===== src/rtl/tsc_pkg.sv =====
package tsc_pkg;

    // Number of register writes in the bring-up list
    localparam int unsigned SCRIPT_LEN = 11;
    localparam int unsigned IDX_W      = $clog2(SCRIPT_LEN);

    // Register polled for the touch state and the bit that flags a press
    localparam logic [7:0] STATUS_REG = 8'h40;
    localparam logic [7:0] TOUCH_MASK = 8'h80;

    typedef enum logic [1:0] {
        ST_REQ,
        ST_SETTLE,
        ST_GAP
    } seq_st_e;

    typedef enum logic [1:0] {
        PH_INIT,
        PH_POLL_WR,
        PH_POLL_RD
    } seq_ph_e;

    typedef struct packed {
        logic [7:0] reg_addr;
        logic [7:0] value;
    } wr_pair_t;

    typedef struct packed {
        seq_st_e          st;
        seq_ph_e          ph;
        logic [IDX_W-1:0] idx;
        logic             init_done;
        logic             err;
        logic             touched;
        logic             tvalid;
    } seq_regs_t;

endpackage


===== src/rtl/tsc_script_rom.sv =====
module tsc_script_rom
    import tsc_pkg::*;
(
    input  logic [IDX_W-1:0] idx,
    output wr_pair_t         pair,
    output logic             last
);

    always_comb begin
        case (idx)
            4'd0:    pair = '{reg_addr: 8'h03, value: 8'h02}; // soft reset
            4'd1:    pair = '{reg_addr: 8'h04, value: 8'h00}; // clocks on
            4'd2:    pair = '{reg_addr: 8'h40, value: 8'h01}; // sensing mode
            4'd3:    pair = '{reg_addr: 8'h20, value: 8'h50};
            4'd4:    pair = '{reg_addr: 8'h21, value: 8'h02};
            4'd5:    pair = '{reg_addr: 8'h41, value: 8'hA4};
            4'd6:    pair = '{reg_addr: 8'h56, value: 8'h06};
            4'd7:    pair = '{reg_addr: 8'h4A, value: 8'h01};
            4'd8:    pair = '{reg_addr: 8'h4B, value: 8'h01}; // queue reset set
            4'd9:    pair = '{reg_addr: 8'h4B, value: 8'h00}; // queue reset clear
            4'd10:   pair = '{reg_addr: 8'h58, value: 8'h01};
            default: pair = '{reg_addr: 8'h00, value: 8'h00};
        endcase
    end

    assign last = (idx == IDX_W'(SCRIPT_LEN - 1));

endmodule


===== src/rtl/tsc_wait_timer.sv =====
module tsc_wait_timer #(
    parameter int unsigned CNT_W = 24
) (
    input  logic             clk,
    input  logic             rst_n,
    input  logic             clr,
    input  logic [CNT_W-1:0] limit,
    output logic             expired
);

    logic [CNT_W-1:0] cnt_d, cnt_q;

    always_comb begin
        cnt_d = cnt_q;
        if (clr) begin
            cnt_d = '0;
        end else if (cnt_q != '1) begin
            cnt_d = cnt_q + CNT_W'(1);
        end
    end

    always_ff @(posedge clk or negedge rst_n) begin
        if (!rst_n) begin
            cnt_q <= '0;
        end else begin
            cnt_q <= cnt_d;
        end
    end

    assign expired = (cnt_q >= limit);

endmodule


===== src/rtl/tsc_req_fmt.sv =====
module tsc_req_fmt
    import tsc_pkg::*;
(
    input  seq_ph_e    ph,
    input  wr_pair_t   pair,
    output logic       rnw,
    output logic [1:0] len,
    output logic [7:0] byte0,
    output logic [7:0] byte1,
    output logic       stop
);

    always_comb begin
        rnw   = 1'b0;
        len   = 2'd1;
        byte0 = 8'h00;
        byte1 = 8'h00;
        stop  = 1'b1;
        case (ph)
            PH_INIT: begin
                len   = 2'd2;
                byte0 = pair.reg_addr;
                byte1 = pair.value;
            end
            PH_POLL_WR: begin
                byte0 = STATUS_REG;
                stop  = 1'b0;
            end
            PH_POLL_RD: begin
                rnw = 1'b1;
            end
            default: begin
                len = 2'd1;
            end
        endcase
    end

endmodule


===== src/rtl/tsc_poll_seq.sv =====
module tsc_poll_seq
    import tsc_pkg::*;
#(
    parameter logic [6:0]  DEV_ADDR   = 7'h41,
    parameter int unsigned SETTLE_CYC = 5_000_000,
    parameter int unsigned CNT_W      = 24
) (
    input  logic             clk,
    input  logic             rst_n,
    input  logic [CNT_W-1:0] poll_period,
    output logic             req_valid,
    output logic [6:0]       req_addr,
    output logic             req_rnw,
    output logic [1:0]       req_len,
    output logic [7:0]       req_byte0,
    output logic [7:0]       req_byte1,
    output logic             req_stop,
    input  logic             xfer_done,
    input  logic             xfer_ack,
    input  logic [7:0]       xfer_rdata,
    output logic             touched,
    output logic             touch_valid,
    output logic             init_done,
    output logic             err_flag
);

    localparam logic [CNT_W-1:0] SETTLE_LIM = CNT_W'(SETTLE_CYC - 1);

    localparam seq_regs_t REGS_RST = '{
        st:        ST_SETTLE,
        ph:        PH_INIT,
        idx:       '0,
        init_done: 1'b0,
        err:       1'b0,
        touched:   1'b0,
        tvalid:    1'b0
    };

    seq_regs_t        r_d, r_q;
    wr_pair_t         pair;
    logic             rom_last;
    logic             tmr_clr;
    logic [CNT_W-1:0] tmr_limit;
    logic             tmr_expired;

    tsc_script_rom u_rom (
        .idx  (r_q.idx),
        .pair (pair),
        .last (rom_last)
    );

    tsc_wait_timer #(
        .CNT_W (CNT_W)
    ) u_tmr (
        .clk     (clk),
        .rst_n   (rst_n),
        .clr     (tmr_clr),
        .limit   (tmr_limit),
        .expired (tmr_expired)
    );

    tsc_req_fmt u_fmt (
        .ph    (r_q.ph),
        .pair  (pair),
        .rnw   (req_rnw),
        .len   (req_len),
        .byte0 (req_byte0),
        .byte1 (req_byte1),
        .stop  (req_stop)
    );

    always_comb begin
        r_d        = r_q;
        r_d.tvalid = 1'b0;
        tmr_clr    = 1'b0;
        tmr_limit  = SETTLE_LIM;

        case (r_q.st)
            ST_REQ: begin
                tmr_clr = 1'b1;
                if (xfer_done) begin
                    r_d.st = ST_SETTLE;
                    if (!xfer_ack) begin
                        r_d.err       = 1'b1;
                        r_d.init_done = 1'b0;
                        r_d.ph        = PH_INIT;
                        r_d.idx       = '0;
                    end else begin
                        case (r_q.ph)
                            PH_INIT: begin
                                if (rom_last) begin
                                    r_d.init_done = 1'b1;
                                    r_d.ph        = PH_POLL_WR;
                                    r_d.idx       = '0;
                                end else begin
                                    r_d.idx = r_q.idx + IDX_W'(1);
                                end
                            end
                            PH_POLL_WR: begin
                                r_d.ph = PH_POLL_RD;
                            end
                            PH_POLL_RD: begin
                                r_d.touched = |(xfer_rdata & TOUCH_MASK);
                                r_d.tvalid  = 1'b1;
                                r_d.ph      = PH_POLL_WR;
                            end
                            default: begin
                                r_d.ph = PH_INIT;
                            end
                        endcase
                    end
                end
            end
            ST_SETTLE: begin
                tmr_limit = SETTLE_LIM;
                if (tmr_expired) begin
                    tmr_clr = 1'b1;
                    r_d.st  = (r_q.ph == PH_POLL_WR) ? ST_GAP : ST_REQ;
                end
            end
            ST_GAP: begin
                tmr_limit = poll_period;
                if (tmr_expired) begin
                    r_d.st = ST_REQ;
                end
            end
            default: begin
                r_d.st = ST_SETTLE;
            end
        endcase
    end

    always_ff @(posedge clk or negedge rst_n) begin
        if (!rst_n) begin
            r_q <= REGS_RST;
        end else begin
            r_q <= r_d;
        end
    end

    assign req_valid   = (r_q.st == ST_REQ);
    assign req_addr    = DEV_ADDR;
    assign touched     = r_q.touched;
    assign touch_valid = r_q.tvalid;
    assign init_done   = r_q.init_done;
    assign err_flag    = r_q.err;

endmodule


===== config.mk =====
export PLATFORM = sky130hd
export DESIGN_NAME = tsc_poll_seq
export DESIGN_NICKNAME = d
export VERILOG_FILES = /design/src/rtl/tsc_pkg.sv /design/src/rtl/tsc_script_rom.sv /design/src/rtl/tsc_wait_timer.sv /design/src/rtl/tsc_req_fmt.sv /design/src/rtl/tsc_poll_seq.sv
export SDC_FILE = /design/constraint.sdc
export NUM_CORES = 1
export LEC_CHECK = 0
export BUFFER_PORTS_ARGS = -buffer_cell sky130_fd_sc_hd__buf_4
export CAP_MARGIN = 10
export CORE_MARGIN = 4
export CORE_UTILIZATION = 49
export CTS_CLUSTER_SIZE = 40
export DETAILED_ROUTE_END_ITERATION = 16
export PLACE_DENSITY = 0.74
export SYNTH_ARGS = -nofsm -noshare
export SYNTH_HDL_FRONTEND = slang
export SYNTH_SLANG_ARGS = --single-unit

===== constraint.sdc =====
create_clock -name clk -period 2.5 [get_ports clk]
set_input_delay 0.375 -clock clk [delete_from_list [all_inputs] [get_ports clk]]
set_output_delay 0.375 -clock clk [all_outputs]
set_load 0.02 [all_outputs]

==> metrics.md <==
| Metric | Value |
|---|---|
| Status | finished with violations |
| Failing checks | setup timing |
| Clock Tree Root | clkbuf_8 |
| Post-synthesis cell type count | 49 |
| Fin crit period | 2.67 ns |
| Final Hold Fails | 0 |
| Vias/cell | 5.54 |
| Max Clk Rate | 375 MHz |
| Clock power share | 26.9% |
| Port Buffers | 51 |
| Die area | 7010 sq um |
| Synth Area in Simple Gates | 27.9% |
| LEAKAGE | 1.75 nW |
| Mux contribution to synthesized area | 2.18% |
| First-pass GRT wire length | 12400 microns |
| Clock skew | 0.00717 ns |
| Routability congestion estimate | 0.844 |
| Placed wire-length estimate | 4990 microns |
| Xor/xnor share of the synthesized area | 7.17% |
| Pins over their slew limit | 0 |
| Final WS setup | -0.169 ns |
| Warnings, synthesis | 0 |
| Chip width | 83.7 microns |
| Endpoint class of the critical path | flip-flop |
| Initial DRC count | 149 |
| Initial Utilization | 50.7% |
| Initial DRT Pass Iterations | 5 |
| Yosys reg bits | 36 |
| Grt ovf | 0 |
| Synth Area in Adders | 14.2% |
| Final Power | 1.96 mW |
| Worst Hold Class | in2async |
| Part of the power in registers | 37.7% |
| Psw | 0.731 mW |
| WP buf/inv | 3 |
| Fin crit share | 107% |
| Commonest non-fill, non-tap cell in the layout | buf_4 |
| Fillcell total | 459 |
| Syn_area_per_cell | 8.49 sq um |
| Largest cells by area after synthesis | dfrtp_1, ha_1, nor2_1 |
| Mapped cell area | 2810 sq um |
| Drt total wl | 7500 microns |
| Sink Count | 36 |
| Reg2reg setup slack | -0.17 ns |
| Comb pwr share | 35.4% |
| Most frequent cells in the layout | buf_4, nor2_1, nand2_1, dfrtp_1, ha_1 |
| Final Setup Violations | 26 |
| CTS clock-pin slew for the worst setup and hold paths | 0.08 ns |
| Max VDD drop | 0.364 mV |
| Post-synth top area share | 31.2% |
| Share of cells above drive strength 1 | 30.3% |
| Critical path class | reg2reg |
| Worst setup SP type | flip-flop |
| Power Density | 532 nW/um^2 |
| Core area | 5540 sq um |
| H-tree depth | 2 |
| Largest area contributor in the synthesized netlist | dfrtp_1 |
| Crit path largest cell delay | 0.60 ns |
| Compound-Gate Fraction of Synth Area | 10.1% |
| Hold slack | 0.0228 ns |
| Inserted Diodes | 0 |
| Cells after synthesis | 331 |
| Largest net degree at the start of global routing | 37 |
| Internal power | 1.23 mW |
| Delay-heaviest family, CP | simple AND/OR/NAND/NOR gates |
| Main combinational cell family by area after synthesis | simple AND/OR/NAND/NOR gates |
| CTS buffer count | 5 |
| Routed Antenna Nets | 0 |
| Arrival time worst endpoint | 2.86 ns |
| Async set-or-reset flop fraction in the synthesized netlist | 100% |
| Max cap viols | 0 |
| Sequential area share after synthesis | 32.1% |
| Drt wl/cell | 15.8 microns |
| Max Root-Sink Buffers | 2 |
| Placement Cell Area | 3290 sq um |
| Initial antenna violation count | 0 |
| Area grow syn2layout | 31.2% |
| Slowest CP cell | dfstp_2 |
| Worst EP required | 2.69 ns |
| Vias in the first global route | 2559 |
| Unrepaired setup endpoints after global routing | yes |
| Startpoint of the worst-slack reg-to-reg timing path | r_q[10] |
| Clock latency on the worst-skew pair | 0.30 ns |
| # DRC | 0 |
| Chip Height | 83.7 microns |
| # IOs | 68 |
| Post-synth top flop | dfrtp_1 |
| GRT Util Overall | 21.6% |
| Sw frac | 37.3% |
| Via total after detailed routing | 2624 |
| FP Rows | 27 |
| Worst R2R End | u_tmr.cnt_q[20] |
| CP max FO | 6 |
| Reg2reg path depth | 11 |
| Finished layout cell area | 3690 sq um |
| # nets final | 469 |
| EDFF count, synth | 0 |
| Crit path cell chain | inv_4 > nand2_8 > buf_6 > nor2_4 > ha_4 > nand2_2 > or4_4 > nor4_4 > buf_4 > o41a_4 > nor2_1 |
| CTS tree | built |
registers in the layout, summed over array words and instances (netlist names):
register     count
touched          1
err_flag         1
r_q              8
u_tmr.cnt_q     24
init_done        1
touch_valid      1
final cells by class:
class	instances	area (sq um)	share of cell area (%)
clock inverter	3	42.5	1.15
multi-input combinational	276	1990	53.9
timing repair buffer	70	549	14.9
tap	72	90.1	2.44
sequential	36	902	24.5
inverter	12	47.5	1.29
clock buffer	5	68.8	1.87
how the worst max path moves through the flow:
stage	from	end	slack, ns	depth (start not counted)
2_1_floorplan	r_q[10]	u_tmr.cnt_q[2]	-0.02	11
3_3_place_gp	r_q[10]	u_tmr.cnt_q[12]	-0.22	10
3_5_place_dp	r_q[10]	u_tmr.cnt_q[12]	-0.30	10
4_1_cts	r_q[10]	u_tmr.cnt_q[14]	-0.11	10
5_1_grt	r_q[10]	u_tmr.cnt_q[14]	-0.26	10
6_report	r_q[10]	u_tmr.cnt_q[20]	-0.17	11
metal layers:
metal	global-route usage, %	vias up	share of wire [%]
li1	-	1280	-
met1	27.8	1248	44
met2	35.4	78	48
met3	4.24	18	5.5
met4	8.77	0	2.7
met5	0	-	0
power groups by stage:
stage          sequential, mW  combinational (mW)  clock [mW]
3_5_place_dp            0.747               0.664           0
6_report                0.739               0.693       0.528
3_3_place_gp            0.747               0.653           0
5_1_grt                 0.751               0.781       0.557
2_1_floorplan           0.722               0.464           0
4_1_cts                 0.737               0.692       0.534
cell families after synthesis:
family                   after synthesis
buffers and inverters                 30
flip-flops                            36
multiplexers                           6
XOR/XNOR                              23
other                                  2
adder cells (fa/ha/maj)               32
AO/OA/AOI/OAI                         41
AND/OR/NAND/NOR                      161
synthesized netlist by cell type (all sizes together), types with 10 or more instances:
cell and instances:
buf 14, nor2 58, nand3 10, ha 32
dfrtp 35, nand4 12, nand2 42, a21oi 17
inv 12, xor2 16, nor3 12
through the flow:
step | instances | TNS (ns) | setup WS [ns] | utilization (%)
after floorplan | 338 | -0.427 | -0.0216 | -
after global placement | 454 | -4.69 | -0.218 | 59.4
after detailed placement | 454 | -5.87 | -0.299 | 59.4
after CTS | 473 | -2.67 | -0.114 | 65.6
after global routing | 474 | -6.23 | -0.258 | 66.6
final | 474 | -3.88 | -0.169 | 66.6
what timing repair did:
item	in CTS	in global routing
endpoints found under the setup margin	26	26
pin swaps	10	2
buffers inserted	7	1
cloned	4	0
endpoints found under the hold margin	0	0
gates resized for setup	24	7
hold buffers	0	0
Power figures use the tool's default switching activity.
